## src/rtl/rsl_pkg.sv

```systemverilog
package rsl_pkg;
  typedef enum logic [1:0] {ST_IDLE, ST_ADDR, ST_WR, ST_RD} rsl_state_e;

  localparam int          BYTE_W       = 8;
  localparam int          CFG_BASE     = 14;
  localparam int          CFG_N        = 16;
  localparam int          KEYMASK_IDX  = 10;
  localparam logic [7:0]  KEYMASK_DFLT = 8'hBF;
  localparam logic [7:0]  A_ID         = 8'd0;
  localparam logic [7:0]  A_REV        = 8'd1;
  localparam logic [7:0]  A_DET        = 8'd4;
  localparam logic [7:0]  A_INP        = 8'd5;
  localparam logic [7:0]  A_CAL        = 8'd12;
  localparam logic [7:0]  A_RST        = 8'd13;
endpackage

```

## src/rtl/rsl_line_mon.sv

```systemverilog
module rsl_line_mon #(
  parameter int STUCK_CYC = 700000
) (
  input  logic clk,
  input  logic rst_n,
  input  logic scl_i,
  input  logic sda_i,
  input  logic mon_en,
  output logic sda_s,
  output logic scl_rise,
  output logic scl_fall,
  output logic start_ev,
  output logic stop_ev,
  output logic stuck_rst
);
  localparam int CW = $clog2(STUCK_CYC + 1);

  logic scl_m, scl_s, scl_d, sda_m, sda_d;
  logic [CW-1:0] idle_cnt;

  always_ff @(posedge clk or negedge rst_n) begin
    if (!rst_n) begin
      {scl_m, scl_s, scl_d} <= 3'b111;
      {sda_m, sda_s, sda_d} <= 3'b111;
    end else begin
      scl_m <= scl_i; scl_s <= scl_m; scl_d <= scl_s;
      sda_m <= sda_i; sda_s <= sda_m; sda_d <= sda_s;
    end
  end

  assign scl_rise = scl_s && !scl_d;
  assign scl_fall = !scl_s && scl_d;
  assign start_ev = scl_s && scl_d && sda_d && !sda_s;
  assign stop_ev  = scl_s && scl_d && !sda_d && sda_s;

  // quiet-low watchdog: restarts on any wire edge or when both wires are high
  always_ff @(posedge clk or negedge rst_n) begin
    if (!rst_n) begin
      idle_cnt  <= '0;
      stuck_rst <= 1'b0;
    end else begin
      stuck_rst <= 1'b0;
      if (!mon_en || (scl_s != scl_d) || (sda_s != sda_d) || (scl_s && sda_s)) begin
        idle_cnt <= '0;
      end else if (idle_cnt == CW'(STUCK_CYC - 1)) begin
        idle_cnt  <= '0;
        stuck_rst <= 1'b1;
      end else begin
        idle_cnt <= idle_cnt + 1'b1;
      end
    end
  end
endmodule

```

## src/rtl/rsl_byte_fsm.sv

```systemverilog
module rsl_byte_fsm
  import rsl_pkg::*;
#(
  parameter logic [6:0] DEV_ADDR = 7'h12
) (
  input  logic       clk,
  input  logic       rst_n,
  input  logic       en,
  input  logic       sda_s,
  input  logic       scl_rise,
  input  logic       scl_fall,
  input  logic       start_ev,
  input  logic       stop_ev,
  input  logic       stuck_rst,
  input  logic [7:0] rd_data,
  output logic [7:0] ptr,
  output logic       sda_pull,
  output logic       wr_stb,
  output logic [7:0] wr_addr,
  output logic [7:0] wr_data,
  output logic       rd_stb,
  output logic [7:0] rd_addr
);
  rsl_state_e st;
  logic [3:0] cnt;
  logic [7:0] rx, tx, home;
  logic       rw, first, mnack;

  always_ff @(posedge clk or negedge rst_n) begin
    if (!rst_n) begin
      st <= ST_IDLE; cnt <= '0; rx <= '0; tx <= '0; home <= '0; ptr <= '0;
      rw <= 1'b0; first <= 1'b0; mnack <= 1'b0; sda_pull <= 1'b0;
      wr_stb <= 1'b0; wr_addr <= '0; wr_data <= '0; rd_stb <= 1'b0; rd_addr <= '0;
    end else begin
      wr_stb <= 1'b0;
      rd_stb <= 1'b0;
      if (!en || stuck_rst) begin
        st <= ST_IDLE; cnt <= '0; sda_pull <= 1'b0; ptr <= home;
      end else if (start_ev) begin
        st <= ST_ADDR; cnt <= '0; sda_pull <= 1'b0; ptr <= home;
      end else if (stop_ev) begin
        st <= ST_IDLE; sda_pull <= 1'b0; ptr <= home;
      end else if (st != ST_IDLE) begin
        if (scl_rise) begin
          cnt <= cnt + 4'd1;
          if (cnt < 4'd8) begin
            if (st != ST_RD) rx <= {rx[6:0], sda_s};
          end else begin
            mnack <= sda_s;
            if (st == ST_RD && !sda_s) ptr <= ptr + 8'd1;
          end
        end else if (scl_fall) begin
          if (cnt == 4'd8) begin
            case (st)
              ST_RD:   sda_pull <= 1'b0;
              ST_ADDR: begin
                if (rx[7:1] == DEV_ADDR) begin
                  sda_pull <= 1'b1;
                  rw       <= rx[0];
                end else begin
                  st <= ST_IDLE;
                end
              end
              default: begin
                sda_pull <= 1'b1;
                if (first) begin
                  ptr   <= rx;
                  home  <= rx;
                  first <= 1'b0;
                end else begin
                  wr_stb  <= 1'b1;
                  wr_addr <= ptr;
                  wr_data <= rx;
                  ptr     <= ptr + 8'd1;
                end
              end
            endcase
          end else if (cnt == 4'd9) begin
            cnt      <= '0;
            sda_pull <= 1'b0;
            if ((st == ST_ADDR && rw) || (st == ST_RD && !mnack)) begin
              st       <= ST_RD;
              tx       <= rd_data;
              sda_pull <= !rd_data[7];
              rd_stb   <= 1'b1;
              rd_addr  <= ptr;
            end else if (st == ST_ADDR) begin
              st    <= ST_WR;
              first <= 1'b1;
            end else if (st == ST_RD) begin
              st <= ST_IDLE;
            end
          end else if (st == ST_RD && cnt != 4'd0) begin
            tx       <= {tx[6:0], 1'b0};
            sda_pull <= !tx[6];
          end
        end
      end
    end
  end
endmodule

```

## src/rtl/rsl_reg_bank.sv

```systemverilog
module rsl_reg_bank
  import rsl_pkg::*;
#(
  parameter logic [7:0] DEV_ID = 8'h5A,
  parameter logic [7:0] REV_ID = 8'h13
) (
  input  logic       clk,
  input  logic       rst_n,
  input  logic       wr_stb,
  input  logic [7:0] wr_addr,
  input  logic [7:0] wr_data,
  input  logic [7:0] ptr,
  input  logic [7:0] det_byte,
  input  logic [7:0] inp_byte,
  output logic [7:0] rd_data,
  output logic [7:0] key_mask,
  output logic       cal_req,
  output logic       reset_req
);
  localparam int IW = $clog2(CFG_N);
  localparam logic [7:0] LO = 8'(CFG_BASE);
  localparam logic [7:0] HI = 8'(CFG_BASE + CFG_N);

  logic [7:0] cfg [CFG_N];
  logic [7:0] woff, roff;

  assign woff = wr_addr - LO;
  assign roff = ptr - LO;

  always_ff @(posedge clk or negedge rst_n) begin
    if (!rst_n) begin
      for (int i = 0; i < CFG_N; i++)
        cfg[i] <= (i == KEYMASK_IDX) ? KEYMASK_DFLT : 8'h00;
      cal_req   <= 1'b0;
      reset_req <= 1'b0;
    end else begin
      cal_req   <= wr_stb && (wr_addr == A_CAL) && (wr_data != 8'h00);
      reset_req <= wr_stb && (wr_addr == A_RST) && (wr_data != 8'h00);
      if (wr_stb && wr_addr >= LO && wr_addr < HI)
        cfg[woff[IW-1:0]] <= wr_data;
    end
  end

  assign key_mask = cfg[KEYMASK_IDX];

  always_comb begin
    rd_data = 8'h00;
    if (ptr >= LO && ptr < HI) begin
      rd_data = cfg[roff[IW-1:0]];
    end else begin
      case (ptr)
        A_ID:    rd_data = DEV_ID;
        A_REV:   rd_data = REV_ID;
        A_DET:   rd_data = det_byte;
        A_INP:   rd_data = inp_byte;
        default: rd_data = 8'h00;
      endcase
    end
  end
endmodule

```

## src/rtl/rsl_chg_track.sv

```systemverilog
module rsl_chg_track
  import rsl_pkg::*;
(
  input  logic       clk,
  input  logic       rst_n,
  input  logic [7:0] det_byte,
  input  logic [7:0] inp_byte,
  input  logic [7:0] key_mask,
  input  logic       rd_stb,
  input  logic [7:0] rd_addr,
  output logic       chg_pull
);
  logic [7:0] mask_eff, prev_det, prev_inp, seen_det, seen_inp;
  logic       moved, same_as_seen, status_rd;

  assign mask_eff     = key_mask & 8'hBF;
  assign moved        = (((det_byte ^ prev_det) & mask_eff) != 8'h00) || (inp_byte != prev_inp);
  assign same_as_seen = (((det_byte ^ seen_det) & mask_eff) == 8'h00) && (inp_byte == seen_inp);
  assign status_rd    = rd_stb && (rd_addr == A_DET || rd_addr == A_INP);

  always_ff @(posedge clk or negedge rst_n) begin
    if (!rst_n) begin
      prev_det <= '0; prev_inp <= '0; seen_det <= '0; seen_inp <= '0;
      chg_pull <= 1'b0;
    end else begin
      prev_det <= det_byte;
      prev_inp <= inp_byte;
      if (status_rd) begin
        seen_det <= det_byte;
        seen_inp <= inp_byte;
      end
      if (moved)
        chg_pull <= 1'b1;
      else if (status_rd || (rd_stb && same_as_seen))
        chg_pull <= 1'b0;
    end
  end
endmodule

```

## src/rtl/rsl_top.sv

```systemverilog
module rsl_top
  import rsl_pkg::*;
#(
  parameter logic [6:0] DEV_ADDR  = 7'h12,
  parameter int         STUCK_CYC = 700000,
  parameter logic [7:0] DEV_ID    = 8'h5A,
  parameter logic [7:0] REV_ID    = 8'h13
) (
  input  logic       clk,
  input  logic       rst_n,
  input  logic       scl_i,
  input  logic       sda_i,
  output logic       sda_pull,
  output logic       chg_pull,
  input  logic [5:0] det_keys,
  input  logic       calibrating,
  input  logic [6:0] in_port,
  output logic       cal_req,
  output logic       reset_req,
  output logic       standalone
);
  logic       sda_s, scl_rise, scl_fall, start_ev, stop_ev, stuck_rst;
  logic [7:0] ptr, wr_addr, wr_data, rd_addr, rd_data, key_mask, det_byte, inp_byte;
  logic       wr_stb, rd_stb;

  // strap capture: follows the pins while reset is held, then freezes
  always_ff @(posedge clk) begin
    if (!rst_n) standalone <= !sda_i && scl_i;
  end

  assign det_byte = {calibrating, 1'b0, det_keys};
  assign inp_byte = {1'b0, in_port};

  rsl_line_mon #(.STUCK_CYC(STUCK_CYC)) u_mon (
    .clk(clk), .rst_n(rst_n), .scl_i(scl_i), .sda_i(sda_i), .mon_en(!standalone),
    .sda_s(sda_s), .scl_rise(scl_rise), .scl_fall(scl_fall),
    .start_ev(start_ev), .stop_ev(stop_ev), .stuck_rst(stuck_rst)
  );

  rsl_byte_fsm #(.DEV_ADDR(DEV_ADDR)) u_fsm (
    .clk(clk), .rst_n(rst_n), .en(!standalone), .sda_s(sda_s),
    .scl_rise(scl_rise), .scl_fall(scl_fall), .start_ev(start_ev), .stop_ev(stop_ev),
    .stuck_rst(stuck_rst), .rd_data(rd_data), .ptr(ptr), .sda_pull(sda_pull),
    .wr_stb(wr_stb), .wr_addr(wr_addr), .wr_data(wr_data),
    .rd_stb(rd_stb), .rd_addr(rd_addr)
  );

  rsl_reg_bank #(.DEV_ID(DEV_ID), .REV_ID(REV_ID)) u_regs (
    .clk(clk), .rst_n(rst_n), .wr_stb(wr_stb), .wr_addr(wr_addr), .wr_data(wr_data),
    .ptr(ptr), .det_byte(det_byte), .inp_byte(inp_byte), .rd_data(rd_data),
    .key_mask(key_mask), .cal_req(cal_req), .reset_req(reset_req)
  );

  rsl_chg_track u_chg (
    .clk(clk), .rst_n(rst_n), .det_byte(det_byte), .inp_byte(inp_byte),
    .key_mask(key_mask), .rd_stb(rd_stb), .rd_addr(rd_addr), .chg_pull(chg_pull)
  );
endmodule

```

## config.mk

```make
export PLATFORM = sky130hd
export DESIGN_NAME = rsl_top
export DESIGN_NICKNAME = d
export VERILOG_FILES = /design/src/rtl/rsl_pkg.sv /design/src/rtl/rsl_line_mon.sv /design/src/rtl/rsl_byte_fsm.sv /design/src/rtl/rsl_reg_bank.sv /design/src/rtl/rsl_chg_track.sv /design/src/rtl/rsl_top.sv
export SDC_FILE = /design/constraint.sdc
export NUM_CORES = 1
export LEC_CHECK = 0
export BUFFER_PORTS_ARGS = -buffer_cell sky130_fd_sc_hd__buf_2
export CAP_MARGIN = 20
export CORE_MARGIN = 2
export CORE_UTILIZATION = 40
export DETAILED_ROUTE_END_ITERATION = 16
export PLACE_DENSITY = 0.53
export SYNTH_ARGS = -nofsm -noshare
export SYNTH_HDL_FRONTEND = slang
export SYNTH_SLANG_ARGS = --single-unit
```

## constraint.sdc

```tcl
create_clock -name clk -period 2.5 [get_ports clk]
set_input_delay 0.25 -clock clk [delete_from_list [all_inputs] [get_ports clk]]
set_output_delay 0.25 -clock clk [all_outputs]
set_load 0.005 [all_outputs]
```

==> run metrics <==
final-stage net count 1026; post-synthesis sequential area ratio 52.8%; required time at the endpoint of the critical path 2.93 ns; Inserted Diodes 0; type of the most critical hold path in -> async; cell leakage power 6.31 nW; Floorplan Core Area 29600 µm²; launch point of the critical path u_mon.scl_d; Final period util 93.0%; HPWL reported at the end of detailed placement 18500 µm; startpoint of the lowest-slack register-to-register path u_mon.scl_d; gate count of the mapped netlist 940; final hold violation count 0; gr ovfl total 0; Routed WL 27400 µm; number of vias per cell 5.29; initial antenna violation count 0; Setup Viol. Count Final 0; cell at the root of the clock tree clkbuf_16; type of the worst setup path reg -> reg; CP Data Arrival Time 2.76 ns; Post-synth EDFFs 1; Mapped Nets 973; number of vias in the routed layout 7442; Setup Skew 0.00904 ns; routability cong. 0.766; die outline area 31500 µm²; effective utilization at floorplan 40.6%; maximum single-stage delay on the critical path 0.55 ns; maximum fanout encountered on the critical timing path 8; number of clock buffers inserted by TritonCTS 29; flip-flop and latch count after synthesis 253; router iterations before antenna repair 4; Placed Instances 1335; signed area change from the synthesized netlist to the final layout 15.0%; Worst-Margin Slew 0.846 ns; maximum number of pins on one net before global-route repair 98; vias in the first global route 7680; final-layout fill cell count 2723; share of synthesized registers carrying an async set or reset 99.6%; placement row count 63; pins over their slew limit 0; count of boundary I/O pins 23; DRC viols 0; # port buffers 22; die width 177 µm; Max-slew headroom 43.6%; combined global-route utilization of all metal layers 18.1%; clock latency reported for the late side of the worst-skew pair 0.55 ns; layout cells sized above 1 33.1%; achievable clock frequency 430 MHz; TritonCTS clock tree yes; Vert. Die Dim 177 µm; critical path startpoint category flop; predominant post-synthesis flop cell dfrtp_1; worst IR drop on VDD 0.503 mV; level count of the clock H-tree 1; RSZ-0062 raised after global routing false; cell-by-cell listing of the critical path inv_1 -> ha_1 -> nor2_1 -> nand2_2 -> nor2_4 -> nand3b_4 -> nor3b_4 -> mux2_2; result of the run completed; count of antenna-violating nets left after detailed routing 0; Max clock buf depth 3; slowest cell on the critical path dfstp_2; leading cell type in the layout, fill and taps excluded dfrtp_1; first-pass GRT wire length 44200 µm; capturing element type of the critical path flop; minimum clock period 2.33 ns; distinct cell type count after synthesis 72; setup total negative slack 0 ns; average size of a mapped cell 12.8 µm²; wire per inst 19.5 µm; Starting DRT DRC Count 445; pwr/cell area 667 nW/µm²; post-layout util 46.7%; number of warnings issued by yosys 0; number of clock sinks 253; Clock transition at path regs 0.06 ns; commonest non-fill, non-tap cells in the layout 238 x dfrtp_1, 165 x mux2_2, 62 x nand2_1, 62 x nor2_1, 33 x mux4_2; Post-Syn Area 12000 µm²; maximum capacitance violations 0; final std cells w/o fill 1406
## Yosys cell counts (3+ instances only)
cell type	instances	area [µm²]
a211oi_1	6	45.0
a21oi_1	30	150
a221oi_1	3	26.3
a22oi_1	17	128
and2_1	6	37.5
and3_1	7	43.8
buf_1	8	30.0
buf_2	9	45.0
buf_4	6	45.0
buf_6	4	45.0
clkbuf_1	22	82.6
dfrtp_1	239	5980
dfstp_2	13	342
ha_1	15	188
inv_1	19	71.3
mux2_1	10	113
mux2_2	165	1860
mux2i_1	3	30.0
mux4_2	33	743
nand2_1	62	233
nand2_2	5	31.3
nand2b_1	7	43.8
nand3_1	21	105
nand3b_1	4	30.0
nand4_1	12	75.1
nor2_1	62	233
nor2b_1	5	31.3
nor3_1	5	25.0
nor3_2	3	30.0
nor4_1	3	18.8
nor4b_1	6	52.6
o21ai_0	25	125
o22ai_1	5	31.3
xnor2_1	23	201
xor2_1	32	280
## final cells by class
| class | instances | area, µm² | share of cell area [%] |
|---|---|---|---|
| flip-flops and latches | 253 | 6360 | 45.9 |
| multi-input cells | 618 | 5370 | 38.7 |
| clock buffers | 41 | 801 | 5.78 |
| repair buffers | 71 | 606 | 4.37 |
| well taps | 390 | 488 | 3.52 |
| clock inverters | 13 | 155 | 1.12 |
| inverters | 20 | 75.1 | 0.542 |
## metrics by stage
step	setup WS [ns]	hold WS, ns	cell area, µm²	total power [mW]
after floorplan	0.180	-0.0456	12000	4.71
after global placement	0.154	0.181	12700	5.04
after detailed placement	0.122	0.182	12700	5.05
after CTS	0.123	0.188	13800	9.37
after global routing	0.00478	0.219	13800	9.63
final	0.175	0.190	13800	9.23
## final timing paths
path,slack [ns],depth (start not counted),endpoint
worst max-delay path,0.17,8,u_fsm.home[4]
min in group clk,0.36,0,u_mon.scl_s
worst min-delay path,0.19,2,u_chg.prev_det[1]
worst max register to register,0.17,8,u_fsm.home[4]
max in group asynchronous,1.46,3,u_regs.cfg[69]
worst min register to register,0.36,0,u_mon.scl_s
## worst max-delay path: cells and delay by family (launching register included)
| kind | cells | cell delay, ns |
|---|---|---|
| AND/OR/NAND/NOR | 5 | 1.04 |
| flip-flops | 1 | 0.55 |
| multiplexers | 1 | 0.38 |
| adder cells (fa/ha/maj) | 1 | 0.20 |
| buffers and inverters | 1 | 0.04 |
## where the power goes
part           switching, mW  total [mW]  leakage, nW  internal (mW)
sequential            0.0764        4.24         3.36           4.16
clock                   1.70        4.24        0.461           2.54
combinational          0.447       0.749         2.49          0.302
## logic make-up (layout without fill, tap and decap cells)
| group | count (synthesis) | count (layout) | synth area share, % |
|---|---|---|---|
| XOR/XNOR | 56 | 56 | 4.14 |
| flip-flops | 253 | 253 | 52.8 |
| buffers and inverters | 69 | 145 | 2.68 |
| AO/OA/AOI/OAI | 109 | 109 | 5.97 |
| adder cells (fa/ha/maj) | 15 | 15 | 1.56 |
| multiplexers | 212 | 212 | 23.0 |
| AND/OR/NAND/NOR | 226 | 226 | 9.88 |
## what timing repair did
action                                  4_1_cts  5_1_grt
endpoints found under the setup margin        0        1
endpoints found under the hold margin        66        0
setup buffers                                 0        0
hold buffers                                 17        0
gates resized for setup                       0        2
## sequential cells by signal, indices dropped and copies added, names as in the netlist, 2 cells and up
name	flops
u_chg.prev_det	7
u_chg.prev_inp	7
u_chg.seen_det	7
u_chg.seen_inp	7
u_fsm.cnt	4
u_fsm.home	8
u_fsm.ptr	8
u_fsm.rd_addr	7
u_fsm.rx	8
u_fsm.st	2
u_fsm.tx	7
u_fsm.wr_addr	8
u_fsm.wr_data	8
u_mon.idle_cnt	20
u_regs.cfg	120
u_regs.key_mask	8
## per-layer routing
| metal | share of wire (%) | up-vias | GRT usage [%] |
|---|---|---|---|
| li1 | - | 3484 | - |
| met1 | 48 | 3809 | 26.7 |
| met2 | 46 | 111 | 28.3 |
| met3 | 3.7 | 38 | 2.38 |
| met4 | 1.9 | 0 | 4.17 |
| met5 | 0 | - | 0 |
Power figures use the tool's default switching activity.
